### config.mk
export PLATFORM = sky130hd
export DESIGN_NAME = spim_irq_ctrl
export DESIGN_NICKNAME = d
export VERILOG_FILES = /design/src/rtl/spim_irq_pkg.sv /design/src/rtl/spim_irq_edge.sv /design/src/rtl/spim_irq_thresh.sv /design/src/rtl/spim_irq_ctrl.sv
export SDC_FILE = /design/constraint.sdc
export NUM_CORES = 1
export LEC_CHECK = 0
export ABC_AREA = 0
export CAP_MARGIN = 40
export CORE_UTILIZATION = 43
export DETAILED_ROUTE_END_ITERATION = 6
export PLACE_DENSITY = 0.81
export SKIP_LAST_GASP = 1
export SLEW_MARGIN = 20
export SYNTH_ARGS = -nofsm -noshare
export SYNTH_HDL_FRONTEND = slang
export SYNTH_SLANG_ARGS = --single-unit
### constraint.sdc
create_clock -name clk -period 1.5 [get_ports clk]
set_input_delay 0.15 -clock clk [delete_from_list [all_inputs] [get_ports clk]]
set_output_delay 0.15 -clock clk [all_outputs]
set_load 0.02 [all_outputs]
### src/rtl/spim_irq_pkg.sv
package spim_irq_pkg;
  localparam int NUM_SRC = 13;
  localparam int NUM_ERR = 7;
  localparam int NUM_EDGE = 4 + NUM_ERR;
  localparam int ADDR_W = 3;
  localparam int B_TXWM = 4;
  localparam int B_RXWM = 5;
  localparam int B_ERR0 = 6;

  typedef enum logic [ADDR_W-1:0] {
    SEL_STATUS = 3'd0,
    SEL_CLEAR  = 3'd1,
    SEL_ENABLE = 3'd2,
    SEL_TXTHR  = 3'd3,
    SEL_RXTHR  = 3'd4,
    SEL_RFRTHR = 3'd5,
    SEL_NONE6  = 3'd6,
    SEL_NONE7  = 3'd7
  } reg_sel_e;
endpackage

### src/rtl/spim_irq_edge.sv
module spim_irq_edge #(
  parameter int N = 4
) (
  input  logic         clk,
  input  logic         rst,
  input  logic [N-1:0] lvl_i,
  output logic [N-1:0] rise_o
);
  logic [N-1:0] prev_q;

  for (genvar i = 0; i < N; i++) begin : g_bit
    always_ff @(posedge clk) begin
      if (rst) prev_q[i] <= 1'b0;
      else     prev_q[i] <= lvl_i[i];
    end
    assign rise_o[i] = lvl_i[i] & ~prev_q[i];

    // an edge pulse never lasts two cycles
    a_r2_one_shot: assert property (@(posedge clk) disable iff (rst)
      rise_o[i] |=> !rise_o[i]);
  end
endmodule

### src/rtl/spim_irq_thresh.sv
module spim_irq_thresh #(
  parameter int DEPTH = 16,
  parameter int LVL_W = $clog2(DEPTH + 1)
) (
  input  logic             clk,
  input  logic             rst,
  input  logic             wr_tx_i,
  input  logic             wr_rx_i,
  input  logic             wr_rfr_i,
  input  logic [LVL_W-1:0] wval_i,
  input  logic [LVL_W-1:0] tx_level_i,
  input  logic [LVL_W-1:0] rx_level_i,
  output logic [LVL_W-1:0] tx_thr_o,
  output logic [LVL_W-1:0] rx_thr_o,
  output logic [LVL_W-1:0] rfr_thr_o,
  output logic             tx_hit_o,
  output logic             rx_hit_o,
  output logic             rx_ready_o
);
  localparam logic [LVL_W-1:0] RX_INIT  = LVL_W'(DEPTH / 2);
  localparam logic [LVL_W-1:0] RFR_INIT = LVL_W'(DEPTH - 2);

  always_ff @(posedge clk) begin
    if (rst) begin
      tx_thr_o   <= '0;
      rx_thr_o   <= RX_INIT;
      rfr_thr_o  <= RFR_INIT;
      rx_ready_o <= 1'b0;
    end else begin
      if (wr_tx_i)  tx_thr_o  <= wval_i;
      if (wr_rx_i)  rx_thr_o  <= wval_i;
      if (wr_rfr_i) rfr_thr_o <= wval_i;
      rx_ready_o <= (rx_level_i < rfr_thr_o);
    end
  end

  assign tx_hit_o = (tx_thr_o != '0) && (tx_level_i <= tx_thr_o);
  assign rx_hit_o = (rx_thr_o != '0) && (rx_level_i >= rx_thr_o);

  // a zero transmit threshold keeps that source silent
  a_r5_tx_off: assert property (@(posedge clk) disable iff (rst)
    (tx_thr_o == '0) |-> !tx_hit_o);
  // a zero receive threshold keeps that source silent
  a_r6_rx_off: assert property (@(posedge clk) disable iff (rst)
    (rx_thr_o == '0) |-> !rx_hit_o);
endmodule

### src/rtl/spim_irq_ctrl.sv
module spim_irq_ctrl
  import spim_irq_pkg::*;
#(
  parameter int DATA_W     = 32,
  parameter int FIFO_DEPTH = 16,
  parameter int LVL_W      = $clog2(FIFO_DEPTH + 1)
) (
  input  logic              clk,
  input  logic              rst,
  input  logic              reg_wr_i,
  input  logic              reg_rd_i,
  input  logic [ADDR_W-1:0] reg_addr_i,
  input  logic [DATA_W-1:0] reg_wdata_i,
  output logic [DATA_W-1:0] reg_rdata_o,
  input  logic              cmd_done_i,
  input  logic              cancel_done_i,
  input  logic              abort_done_i,
  input  logic              rx_last_i,
  input  logic [NUM_ERR-1:0] err_i,
  input  logic [LVL_W-1:0]  tx_level_i,
  input  logic [LVL_W-1:0]  rx_level_i,
  output logic              irq_o,
  output logic              rx_ready_o
);
  reg_sel_e             sel;
  logic [NUM_EDGE-1:0]  rise;
  logic [NUM_SRC-1:0]   set_vec, clr_mask, stat_q, stat_d, en_q, en_d;
  logic [LVL_W-1:0]     tx_thr, rx_thr, rfr_thr;
  logic                 tx_hit, rx_hit;
  logic                 unused_wdata;

  assign sel          = reg_sel_e'(reg_addr_i);
  assign unused_wdata = ^reg_wdata_i;

  spim_irq_edge #(.N(NUM_EDGE)) edge_i (
    .clk    (clk),
    .rst    (rst),
    .lvl_i  ({err_i, rx_last_i, abort_done_i, cancel_done_i, cmd_done_i}),
    .rise_o (rise)
  );

  spim_irq_thresh #(.DEPTH(FIFO_DEPTH), .LVL_W(LVL_W)) thr_i (
    .clk        (clk),
    .rst        (rst),
    .wr_tx_i    (reg_wr_i && sel == SEL_TXTHR),
    .wr_rx_i    (reg_wr_i && sel == SEL_RXTHR),
    .wr_rfr_i   (reg_wr_i && sel == SEL_RFRTHR),
    .wval_i     (reg_wdata_i[LVL_W-1:0]),
    .tx_level_i (tx_level_i),
    .rx_level_i (rx_level_i),
    .tx_thr_o   (tx_thr),
    .rx_thr_o   (rx_thr),
    .rfr_thr_o  (rfr_thr),
    .tx_hit_o   (tx_hit),
    .rx_hit_o   (rx_hit),
    .rx_ready_o (rx_ready_o)
  );

  always_comb begin
    set_vec = '0;
    set_vec[3:0]                   = rise[3:0];
    set_vec[B_TXWM]                = tx_hit;
    set_vec[B_RXWM]                = rx_hit;
    set_vec[NUM_SRC-1:B_ERR0]      = rise[NUM_EDGE-1:4];
    clr_mask = (reg_wr_i && sel == SEL_CLEAR) ? reg_wdata_i[NUM_SRC-1:0] : '0;
    stat_d   = (stat_q & ~clr_mask) | set_vec;
    en_d     = (reg_wr_i && sel == SEL_ENABLE) ? reg_wdata_i[NUM_SRC-1:0] : en_q;
  end

  always_ff @(posedge clk) begin
    if (rst) begin
      stat_q <= '0;
      en_q   <= '0;
      irq_o  <= 1'b0;
    end else begin
      stat_q <= stat_d;
      en_q   <= en_d;
      irq_o  <= |(stat_d & en_d);
    end
  end

  always_ff @(posedge clk) begin
    if (rst) begin
      reg_rdata_o <= '0;
    end else if (reg_rd_i) begin
      case (sel)
        SEL_STATUS: reg_rdata_o <= DATA_W'(stat_q);
        SEL_ENABLE: reg_rdata_o <= DATA_W'(en_q);
        SEL_TXTHR:  reg_rdata_o <= DATA_W'(tx_thr);
        SEL_RXTHR:  reg_rdata_o <= DATA_W'(rx_thr);
        SEL_RFRTHR: reg_rdata_o <= DATA_W'(rfr_thr);
        default:    reg_rdata_o <= '0;
      endcase
    end
  end

  // interrupt line tracks masked status
  a_r8_irq_match: assert property (@(posedge clk) disable iff (rst)
    irq_o == |(stat_q & en_q));
  // a bit not cleared never drops
  a_r2_sticky: assert property (@(posedge clk) disable iff (rst)
    1'b1 |=> ((~stat_q & $past(stat_q & ~clr_mask)) == '0));
  // a cleared bit without a coincident event is zero next cycle
  a_r4_clear_drops: assert property (@(posedge clk) disable iff (rst)
    (clr_mask != '0) |=> ((stat_q & $past(clr_mask & ~set_vec)) == '0));
  // a persisting transmit condition keeps its bit set
  a_r7_tx_hold: assert property (@(posedge clk) disable iff (rst)
    tx_hit |=> stat_q[B_TXWM]);
  // a persisting receive condition keeps its bit set
  a_r7_rx_hold: assert property (@(posedge clk) disable iff (rst)
    rx_hit |=> stat_q[B_RXWM]);
endmodule

==> impl_metrics.tcl, run 1 <==
set metrics [dict create \
    status "complete, but fails checks" \
    failed_checks "negative setup slack" \
    fin_crit_sh_pct 114 \
    grt_max_degree 35 \
    drt_wl_total_um 8190 \
    startpoint_type "flip-flop" \
    cts_tree "built" \
    yosys.area_share.xor_xnor_pct 0 \
    dpl_cell_area_um2 4180 \
    synth_compound_area_share_pct 13.3 \
    finalHoldViolations 0 \
    drc 0 \
    drt_iter0_drc 143 \
    overflow 0 \
    h-tree-depth 3 \
    ant_nets 0 \
    layout_setup_ws_ns -0.214 \
    hp-class "in2reg" \
    ys_warn_count 0 \
    clock_path_buffers 2 \
    dieWidth_um 89.2 \
    antenna_found_initial 0 \
    root_buffer "clkbuf_8" \
    finClkSkew_ns 0.00673 \
    yosysSeqAreaShare_pct 41.1 \
    initial_core_util_pct 44.8 \
    clkTransAtPathRegs_ns 0.07 \
    ys_ff_latch 67 \
    leakagePower_nw 1.97 \
    synth_edf_count 0 \
    r2r_slack_ns -0.21 \
    vdd_ir_drop_max_uv 628 \
    drv_cap 0 \
    r2r_start "thr_i.tx_thr_o[2]" \
    gp_congestion 0.955 \
    finalSetupViolations 2 \
    worstPathArrival_ns 1.94 \
    cts-hold-fix-buffers 0 \
    nets 544 \
    gr-usage-all-layers_pct 21.5 \
    die_height_um 89.2 \
    dieArea_um2 7950 \
    dp_slack_ns -0.760 \
    whs_ns 0.114 \
    synthArstFlopShare_pct 0 \
    worst_setup_path_end_kind "flip-flop" \
    insertion_delay_ns 0.34 \
    utilization_pct 62.8 \
    vias 2887 \
    synth_area_um2 3270 \
    io_pins 94 \
    synth_top_family_by_area "simple AND/OR/NAND/NOR gates" \
    synthAdderAreaFrac_pct 5.36 \
    firstDrtPassIters 4 \
    vias_per_cell 5.03 \
    grt_pass1_vias 2650 \
    n_fill_cell 584 \
    setup-tns-final_ns -0.216 \
    mostFrequentLayoutCells "62 x dfxtp_1, 55 x nor2_1, 50 x buf_4, 48 x clkdlybuf4s50_1, 35 x nor2b_1" \
    final_cell_area_um2 4580 \
    final_common_cell "dfxtp_1" \
    synth_flop_cell "dfxtp_1" \
    max_freq_mhz 583 \
    coreArea_um2 7290 \
    area_growth_pct 40.2 \
    num_rows 31 \
    yosys.area_share.simple_pct 18.3 \
    path_class "reg2reg" \
    synthMuxAreaShare_pct 11.7 \
    yosysUniqueCellTypes 42 \
    antenna_cells 0 \
    maxSlewViolCount 0 \
    cts_buffers 9 \
    critical_path.startpoint "thr_i.tx_thr_o[2]" \
    critPathRequiredTime_ns 1.73 \
    cp_max_fo 2 \
    hold_start "rst" \
    cts_sinks 67 \
    grt_pass1_wl_um 12700 \
    routedWlPerCell_um 14.3 \
    finalCriticalPeriod_ns 1.71 \
    syn_inst 368 \
    io_buffers 55 \
    avgSynthCellArea_um2 8.88 \
    dp_hpwl_um 5850 \
    pwr_density_cell_nw_per_um2 930 \
    rsz0062_at_grt "true" \
    layout-drive-gt1-share_pct 21.9 \
]
-- kinds of logic (layout without fill, tap and decap cells) --
| kind of cell | count (synthesis) | after routing |
|---|---|---|
| buffers and inverters | 66 | 155 |
| other | 1 | 19 |
| flip-flops | 67 | 67 |
| AO/OA/AOI/OAI | 65 | 65 |
| adder cells (fa/ha/maj) | 14 | 14 |
| multiplexers | 37 | 37 |
| AND/OR/NAND/NOR | 118 | 118 |
-- flip-flops by register name, indices dropped and copies added (netlist names) --
register and count:
en_q 13, reg_rdata_o 13, stat_q 13, edge_i.prev_q 11, thr_i.rfr_thr_o 5, thr_i.rx_thr_o 5
thr_i.tx_thr_o 5, irq_o 1, thr_i.rx_ready_o 1
-- layer usage --
metal	GRT usage [%]	vias up	routed length, µm
met5	0	-	0
met4	8.95	0	163
met3	4.62	12	375
met2	34.4	97	3910
met1	28.3	1354	3740
li1	-	1424	-
-- cells in the mapped netlist (all sizes together), types with 2 or more instances --
master / number / area share [%]
clkbuf: 11 / 1.3
a22oi: 5 / 1.1
o221ai: 4 / 1.1
and2: 3 / 0.57
mux2i: 27 / 8.3
a21oi: 22 / 3.4
nor4: 3 / 0.57
a221oi: 10 / 2.9
a211oi: 2 / 0.46
nand2b: 4 / 0.77
o22ai: 7 / 1.3
o21a: 2 / 0.46
dfxtp: 67 / 41
mux2: 10 / 3.4
inv: 31 / 3.6
ha: 14 / 5.4
nand2: 9 / 1.0
o21ai: 7 / 1.1
nor2: 55 / 6.3
nor2b: 35 / 6.7
buf: 24 / 5.3
nor3b: 3 / 0.84
o211ai: 2 / 0.46
-- report_power, final --
part / internal, W / switching, W / total (W)
combinational: 0.000356 / 0.000340 / 0.000696
clock: 0.000983 / 0.000678 / 0.00166
sequential: 0.00186 / 0.0000460 / 0.00190
-- metrics by stage --
stage | instances | power (W)
floorplan | 386 | 0.00230
global placement | 554 | 0.00256
detailed placement | 554 | 0.00258
CTS | 574 | 0.00425
global route | 574 | 0.00442
finish | 574 | 0.00426
-- layout make-up --
class	instances	area [µm²]	share of cell area [%]
well taps	99	124	2.70
clock inverters	4	73.8	1.61
multi-input cells	253	1790	39.1
flip-flops and latches	67	1350	29.4
repair buffers	108	985	21.5
inverters	31	116	2.54
clock buffers	12	145	3.17
-- path summary, 6_finish.rpt --
| path | cells past startpoint | end |
|---|---|---|
| worst max register to register | 8 | irq_o |
| worst min-delay path | 2 | stat_q[0] |
| worst min register to register | 2 | thr_i.rfr_thr_o[3] |
| worst max-delay path | 8 | irq_o |
-- timing repair --
item,in CTS,in global routing
gates resized for setup,18,13
setup buffers,3,0
pin swaps,9,11
endpoints found under the setup margin,3,6
gates cloned,1,0
-- worst max-delay path: stages (launching register included) --
cell       delay [ns]
dfxtp_2          0.33
inv_2            0.04
ha_4             0.26
nand4_1          0.14
o221a_2          0.33
a2bb2oi_2        0.15
o21ai_2          0.12
and3_1           0.17
o22ai_1          0.06
No activity file was read; power rests on OpenSTA's default activity.
==> inputs of run 2 (changes only) <==
--- a/config.mk
+++ b/config.mk
@@ -14,4 +14,5 @@
 export SLEW_MARGIN = 20
 export SYNTH_ARGS = -nofsm -noshare
 export SYNTH_HDL_FRONTEND = slang
+export SYNTH_HIERARCHICAL = 1
 export SYNTH_SLANG_ARGS = --single-unit
==> run 2 against run 1 <==
Combinational power grew 3%. Die area grew 2.0%. Worst setup slack lost 0.31 ns. Global-route usage shrank 0.91 points. Largest power group unchanged. The flow still finishes with violations (negative setup slack). Sequential power is essentially flat. Routed wire length grew 2.8%. Sequential share of layout area shrank 0.69 points. Largest cell class unchanged. Critical endpoint unchanged.
==> impl_metrics.tcl, run 2 <==
set metrics [dict create \
    status "complete, but fails checks" \
    failed_checks "negative setup slack" \
    maxSlewViolCount 0 \
    cts_sinks 67 \
    area_growth_pct 41.1 \
    critical_path.startpoint "thr_i/rx_thr_o[0]" \
    total_power_w 0.00416 \
    synth_area_leaders "dfxtp_1 40%, mux2i_1 8.7%, nor2_1 6.3%, ha_1 5.3%, buf_4 4.5%" \
    mostFrequentLayoutCells "61 x dfxtp_1, 56 x nor2_1, 46 x clkdlybuf4s50_1, 46 x buf_4, 27 x mux2i_1" \
    synth_most_common_cell "dfxtp_1" \
    hp-class "in2reg" \
    fin_crit_sh_pct 135 \
    dieWidth_um 90.0 \
    layout-drive-gt1-share_pct 23.7 \
    finalSetupViolations 4 \
    worst_path_largest_cell_delay_ns 0.36 \
    rsz0062_at_grt "true" \
    synth_area_um2 3330 \
    layout_setup_ws_ns -0.523 \
    max_freq_mhz 494 \
    cpMostUsedCell "nand2b_4" \
    critPathRequiredTime_ns 1.72 \
    gr-usage-all-layers_pct 20.6 \
    setup-tns-final_ns -0.809 \
    yosysSeqAreaShare_pct 40.2 \
    routedWlPerCell_um 14.6 \
    antenna_found_initial 1 \
    grt_max_degree 24 \
    path_class "reg2reg" \
    h-tree-depth 3 \
    grt_pass1_wl_um 13200 \
    synthTopCellsByCount "67 x dfxtp_1, 56 x nor2_1, 29 x mux2i_1" \
    avgSynthCellArea_um2 9.03 \
    drc 0 \
    synthArstFlopShare_pct 0 \
    r2r_start "thr_i/rx_thr_o[0]" \
    initial_core_util_pct 45.2 \
    insertion_delay_ns 0.35 \
    overflow 0 \
    finalHoldViolations 0 \
    synth_top_cell_area_share_pct 40.2 \
    clkTransAtPathRegs_ns 0.08 \
    cp_cell_sequence "ha_4, nand2b_4, a211o_1, o211ai_1, a21oi_2, nand2b_4, o22ai_2, o22ai_1, nor4_1, a31oi_1" \
    cp_max_fo 3 \
    final_common_cell "dfxtp_1" \
    final_cell_area_um2 4700 \
    ant_nets 0 \
    cts_tree "built" \
    clock_path_buffers 2 \
    coreArea_um2 7370 \
    firstDrtPassIters 5 \
    gp_congestion 0.845 \
    startpoint_type "flip-flop" \
    worst_path_max_delay_cell "dfxtp_4" \
    critPathTopFamily "compound AO/OA/AOI/OAI gates" \
    num_rows 31 \
    syn_inst 369 \
    synth_flop_cell "dfxtp_1" \
    drt_iter0_drc 189 \
    leakagePower_nw 2.02 \
    drt_wl_total_um 8410 \
    pwr_density_cell_nw_per_um2 886 \
    dieArea_um2 8110 \
    worstPathArrival_ns 2.25 \
    ys_warn_count 6 \
    yosysTopAreaCell "dfxtp_1" \
    hold_start "rst" \
    cts-hold-fix-buffers 0 \
    finClkSkew_ns 0.00619 \
    cts_buffers 9 \
    vias_per_cell 5.18 \
    finalCriticalPeriod_ns 2.02 \
    dp_hpwl_um 5950 \
    vdd_ir_drop_max_uv 661 \
    die_height_um 90.0 \
    vias 2983 \
    io_pins 94 \
    ys_ff_latch 67 \
    worst_setup_path_end_kind "flip-flop" \
    root_buffer "clkbuf_8" \
    io_buffers 55 \
    grt_pass1_vias 2850 \
    synth_edf_count 0 \
    nets 545 \
    path_buf_inv 0 \
    drv_cap 0 \
    top_regs "en_q (13), reg_rdata_o (13), stat_q (13)" \
    dpl_cell_area_um2 4300 \
    yosysUniqueCellTypes 38 \
]
-- run 2: metrics by stage --
stage	std cells	hold slack, ns	setup slack (ns)	utilization [%]
after global placement	556	0.463	-0.829	58.3
after global routing	575	0.212	-0.604	63.8
after detailed placement	556	0.467	-0.930	58.3
final	576	0.202	-0.523	63.8
after floorplan	387	0.222	-0.389	-
after CTS	573	0.186	-0.500	62.5
-- run 2: final cells by class --
| type | count | area (µm²) |
|---|---|---|
| sequential | 67 | 1350 |
| clock inverter | 5 | 60.1 |
| multi-input combinational | 262 | 1870 |
| timing repair buffer | 110 | 1080 |
| inverter | 21 | 78.8 |
| antenna | 1 | 2.50 |
| fill | 567 | 2670 |
| tap | 99 | 124 |
| clock buffer | 11 | 141 |
-- run 2: report_power, final --
part | total (W) | switching, W | internal, W | leakage [nW]
combinational | 0.000715 | 0.000345 | 0.000370 | 1.36
clock | 0.00156 | 0.000739 | 0.000823 | 0.100
sequential | 0.00189 | 0.0000388 | 0.00185 | 0.552
-- run 2: final timing paths --
kind | endpoint | slack (ns) | cells after the start
max | irq_o | -0.52 | 10
min | thr_i/rfr_thr_o[0] | 0.20 | 2
max reg2reg | irq_o | -0.52 | 10
min reg2reg | reg_rdata_o[2] | 0.47 | 2
-- run 2: cell families (layout without fill, tap and decap cells) --
family / after synthesis / in the layout / share of synthesized area [%]
buf+inv: 58 / 147 / 10.1
mux: 37 / 37 / 11.4
other cells: 1 / 20 / 0.113
compound gates: 63 / 63 / 12.3
simple gates: 129 / 129 / 20.6
fa+ha+maj: 14 / 14 / 5.26
flops: 67 / 67 / 40.2
-- run 2: worst register-to-register path, delay by kind of cell, from the launching register on --
kind	cells	cell delay (ns)
flip-flops	1	0.36
AND/OR/NAND/NOR	3	0.53
adder cells (fa/ha/maj)	1	0.20
AO/OA/AOI/OAI	6	0.81
-- run 2: repair_timing --
item | in CTS | in global routing
buffers inserted | 1 | 1
resized for setup | 19 | 18
cloned | 0 | 1
endpoints found under the setup margin | 17 | 23
pin swaps | 14 | 2
-- run 2: per-layer routing --
layer  up-vias  GRT usage [%]  part of all wire [%]
li1       1430              -                     -
met1      1396           24.7                    42
met2       127           35.1                    50
met3        30           3.89                   4.9
met4         0           10.6                   3.2
met5         -              0                     0
==> inputs of run 3 (changes only) <==
--- a/config.mk
+++ b/config.mk
@@ -7,9 +7,10 @@
 export LEC_CHECK = 0
 export ABC_AREA = 0
 export CAP_MARGIN = 40
-export CORE_UTILIZATION = 43
+export CORE_UTILIZATION = 45
+export CTS_BUF_LIST = sky130_fd_sc_hd__clkbuf_2 sky130_fd_sc_hd__clkbuf_4 sky130_fd_sc_hd__clkbuf_8
 export DETAILED_ROUTE_END_ITERATION = 6
-export PLACE_DENSITY = 0.81
+export PLACE_DENSITY = 0.84
 export SKIP_LAST_GASP = 1
 export SLEW_MARGIN = 20
 export SYNTH_ARGS = -nofsm -noshare
==> run 3 against run 2 <==
The flow still finishes with violations (negative setup slack). Cell count is 0.69% higher. Largest cell class unchanged. Count of clock-buffer cells in the layout stayed put. Clock skew is 0.0016 ns higher. Flip-flop and latch count stayed put.
==> impl_metrics.tcl, run 3 (synthesis gave the netlist of run 2 again) <==
set metrics [dict create \
    dpl_cell_area_um2 4300 \
    finalSetupViolations 3 \
    worst_setup_path_end_kind "flip-flop" \
    maxSlewViolCount 0 \
    mostFrequentLayoutCells "62 x dfxtp_1, 55 x buf_4, 53 x nor2_1, 50 x clkdlybuf4s50_1, 28 x mux2i_1" \
    overflow 0 \
    leakagePower_nw 1.97 \
    utilization_pct 65.6 \
    pwr_density_cell_nw_per_um2 875 \
    status "complete, but fails checks" \
    hold_start "rst" \
    dieWidth_um 88.1 \
    die_height_um 88.1 \
    finalCriticalPeriod_ns 2.05 \
    final_common_cell "dfxtp_1" \
    layout-drive-gt1-share_pct 25.8 \
    layout_setup_ws_ns -0.552 \
    drv_cap 0 \
    firstDrtPassIters 4 \
    failed_checks "negative setup slack" \
    clock_path_buffers 2 \
    num_rows 31 \
    dieArea_um2 7760 \
    io_buffers 55 \
    ant_nets 0 \
    coreArea_um2 7210 \
    antenna_cells 0 \
    maxSlewHeadroom_pct 59.1 \
    drc 0 \
    rsz0062_at_grt "true" \
    finalHoldViolations 0 \
    cp_max_fo 2 \
    vias 3006 \
    drt_wl_total_um 8810 \
    grt_pass1_vias 3031 \
    antenna_found_initial 0 \
    io_pins 94 \
    path_class "reg2reg" \
    routedWlPerCell_um 15.2 \
    h-tree-depth 3 \
    grt_pass1_wl_um 13600 \
    dp_hpwl_um 5870 \
    gr-usage-all-layers_pct 23.2 \
    drt_iter0_drc 158 \
    tightestPinTransition_ns 0.613 \
    r2r_start "thr_i/tx_thr_o[4]" \
    cts_tree "built" \
    root_buffer "clkbuf_8" \
    max_freq_mhz 487 \
    critical_path.startpoint "thr_i/tx_thr_o[4]" \
    worstPathArrival_ns 2.28 \
    final_cell_area_um2 4740 \
    fin_crit_sh_pct 137 \
    cts_buffers 9 \
    vias_per_cell 5.18 \
    insertion_delay_ns 0.35 \
    area_growth_pct 42.1 \
    initial_core_util_pct 46.2 \
    vdd_ir_drop_max_uv 628 \
    hp-class "in2reg" \
    gp_congestion 0.870 \
    finClkSkew_ns 0.00774 \
    critPathRequiredTime_ns 1.73 \
    startpoint_type "flip-flop" \
    top_regs "en_q (13), reg_rdata_o (13), stat_q (13)" \
    cts_sinks 67 \
    nets 551 \
    cts-hold-fix-buffers 0 \
    n_fill_cell 553 \
    grt_max_degree 27 \
    clkTransAtPathRegs_ns 0.07 \
]
[run 3: changes by cell type in the layout (fill, tap and decap cells not counted), sizes merged]
cell and change:
buf +7, clkbuf -1, clkdlybuf4s50 +4, clkinv +1
diode -1, dlymetal6s2s -4, inv -2
[run 3: critical path, cell delays in order, from the launching register on]
cell	delay, ns
dfxtp_2	0.34
inv_2	0.05
ha_4	0.25
nand4_1	0.16
nor2_2	0.15
o32ai_2	0.10
a21boi_4	0.16
nand2b_4	0.17
o22ai_4	0.11
o22ai_1	0.09
nor4_1	0.24
a31oi_1	0.11
[run 3: layout make-up]
| class | instances | area, µm² | share of cell area [%] |
|---|---|---|---|
| clock buffer | 11 | 145 | 3.06 |
| timing repair buffer | 116 | 1070 | 22.7 |
| sequential | 67 | 1350 | 28.5 |
| multi-input combinational | 262 | 1910 | 40.4 |
| clock inverter | 4 | 51.3 | 1.08 |
| tap | 99 | 124 | 2.62 |
| inverter | 21 | 78.8 | 1.66 |
[run 3: path summary, 6_finish.rpt]
kind         slack (ns)  depth (start not counted)                 to
min reg2reg        0.50                          2          stat_q[7]
max               -0.55                         11              irq_o
min                0.30                          2  thr_i/tx_thr_o[2]
max reg2reg       -0.55                         11              irq_o
[run 3: per-stage QoR]
stage | power [W] | cells | TNS (ns) | hold WS, ns | worst slack (ns)
final | 0.00414 | 580 | -1.36 | 0.301 | -0.552
after global routing | 0.00432 | 580 | -1.58 | 0.299 | -0.677
after CTS | 0.00410 | 578 | -0.973 | 0.276 | -0.491
after detailed placement | 0.00258 | 558 | -13.73 | 0.487 | -0.923
after global placement | 0.00256 | 558 | -12.31 | 0.469 | -0.819
after floorplan | 0.00231 | 387 | -0.506 | 0.222 | -0.389
[run 3: metal layers]
metal	GRT usage (%)	wire length, µm
met1	26.7	3600
met2	41.2	4510
met3	4.34	493
met4	11.4	206
met5	0	0
[run 3: report_power, final]
| part | switching, W | internal [W] | total (W) |
|---|---|---|---|
| combinational | 0.000364 | 0.000391 | 0.000755 |
| clock | 0.000677 | 0.000822 | 0.00150 |
| sequential | 0.0000378 | 0.00185 | 0.00189 |
[run 3: what timing repair did]
action | in CTS | in global routing
pin swaps | 12 | 12
gates resized for setup | 15 | 24
setup buffers | 6 | 2
setup endpoints to repair | 16 | 20
endpoints found under the hold margin | 0 | 0
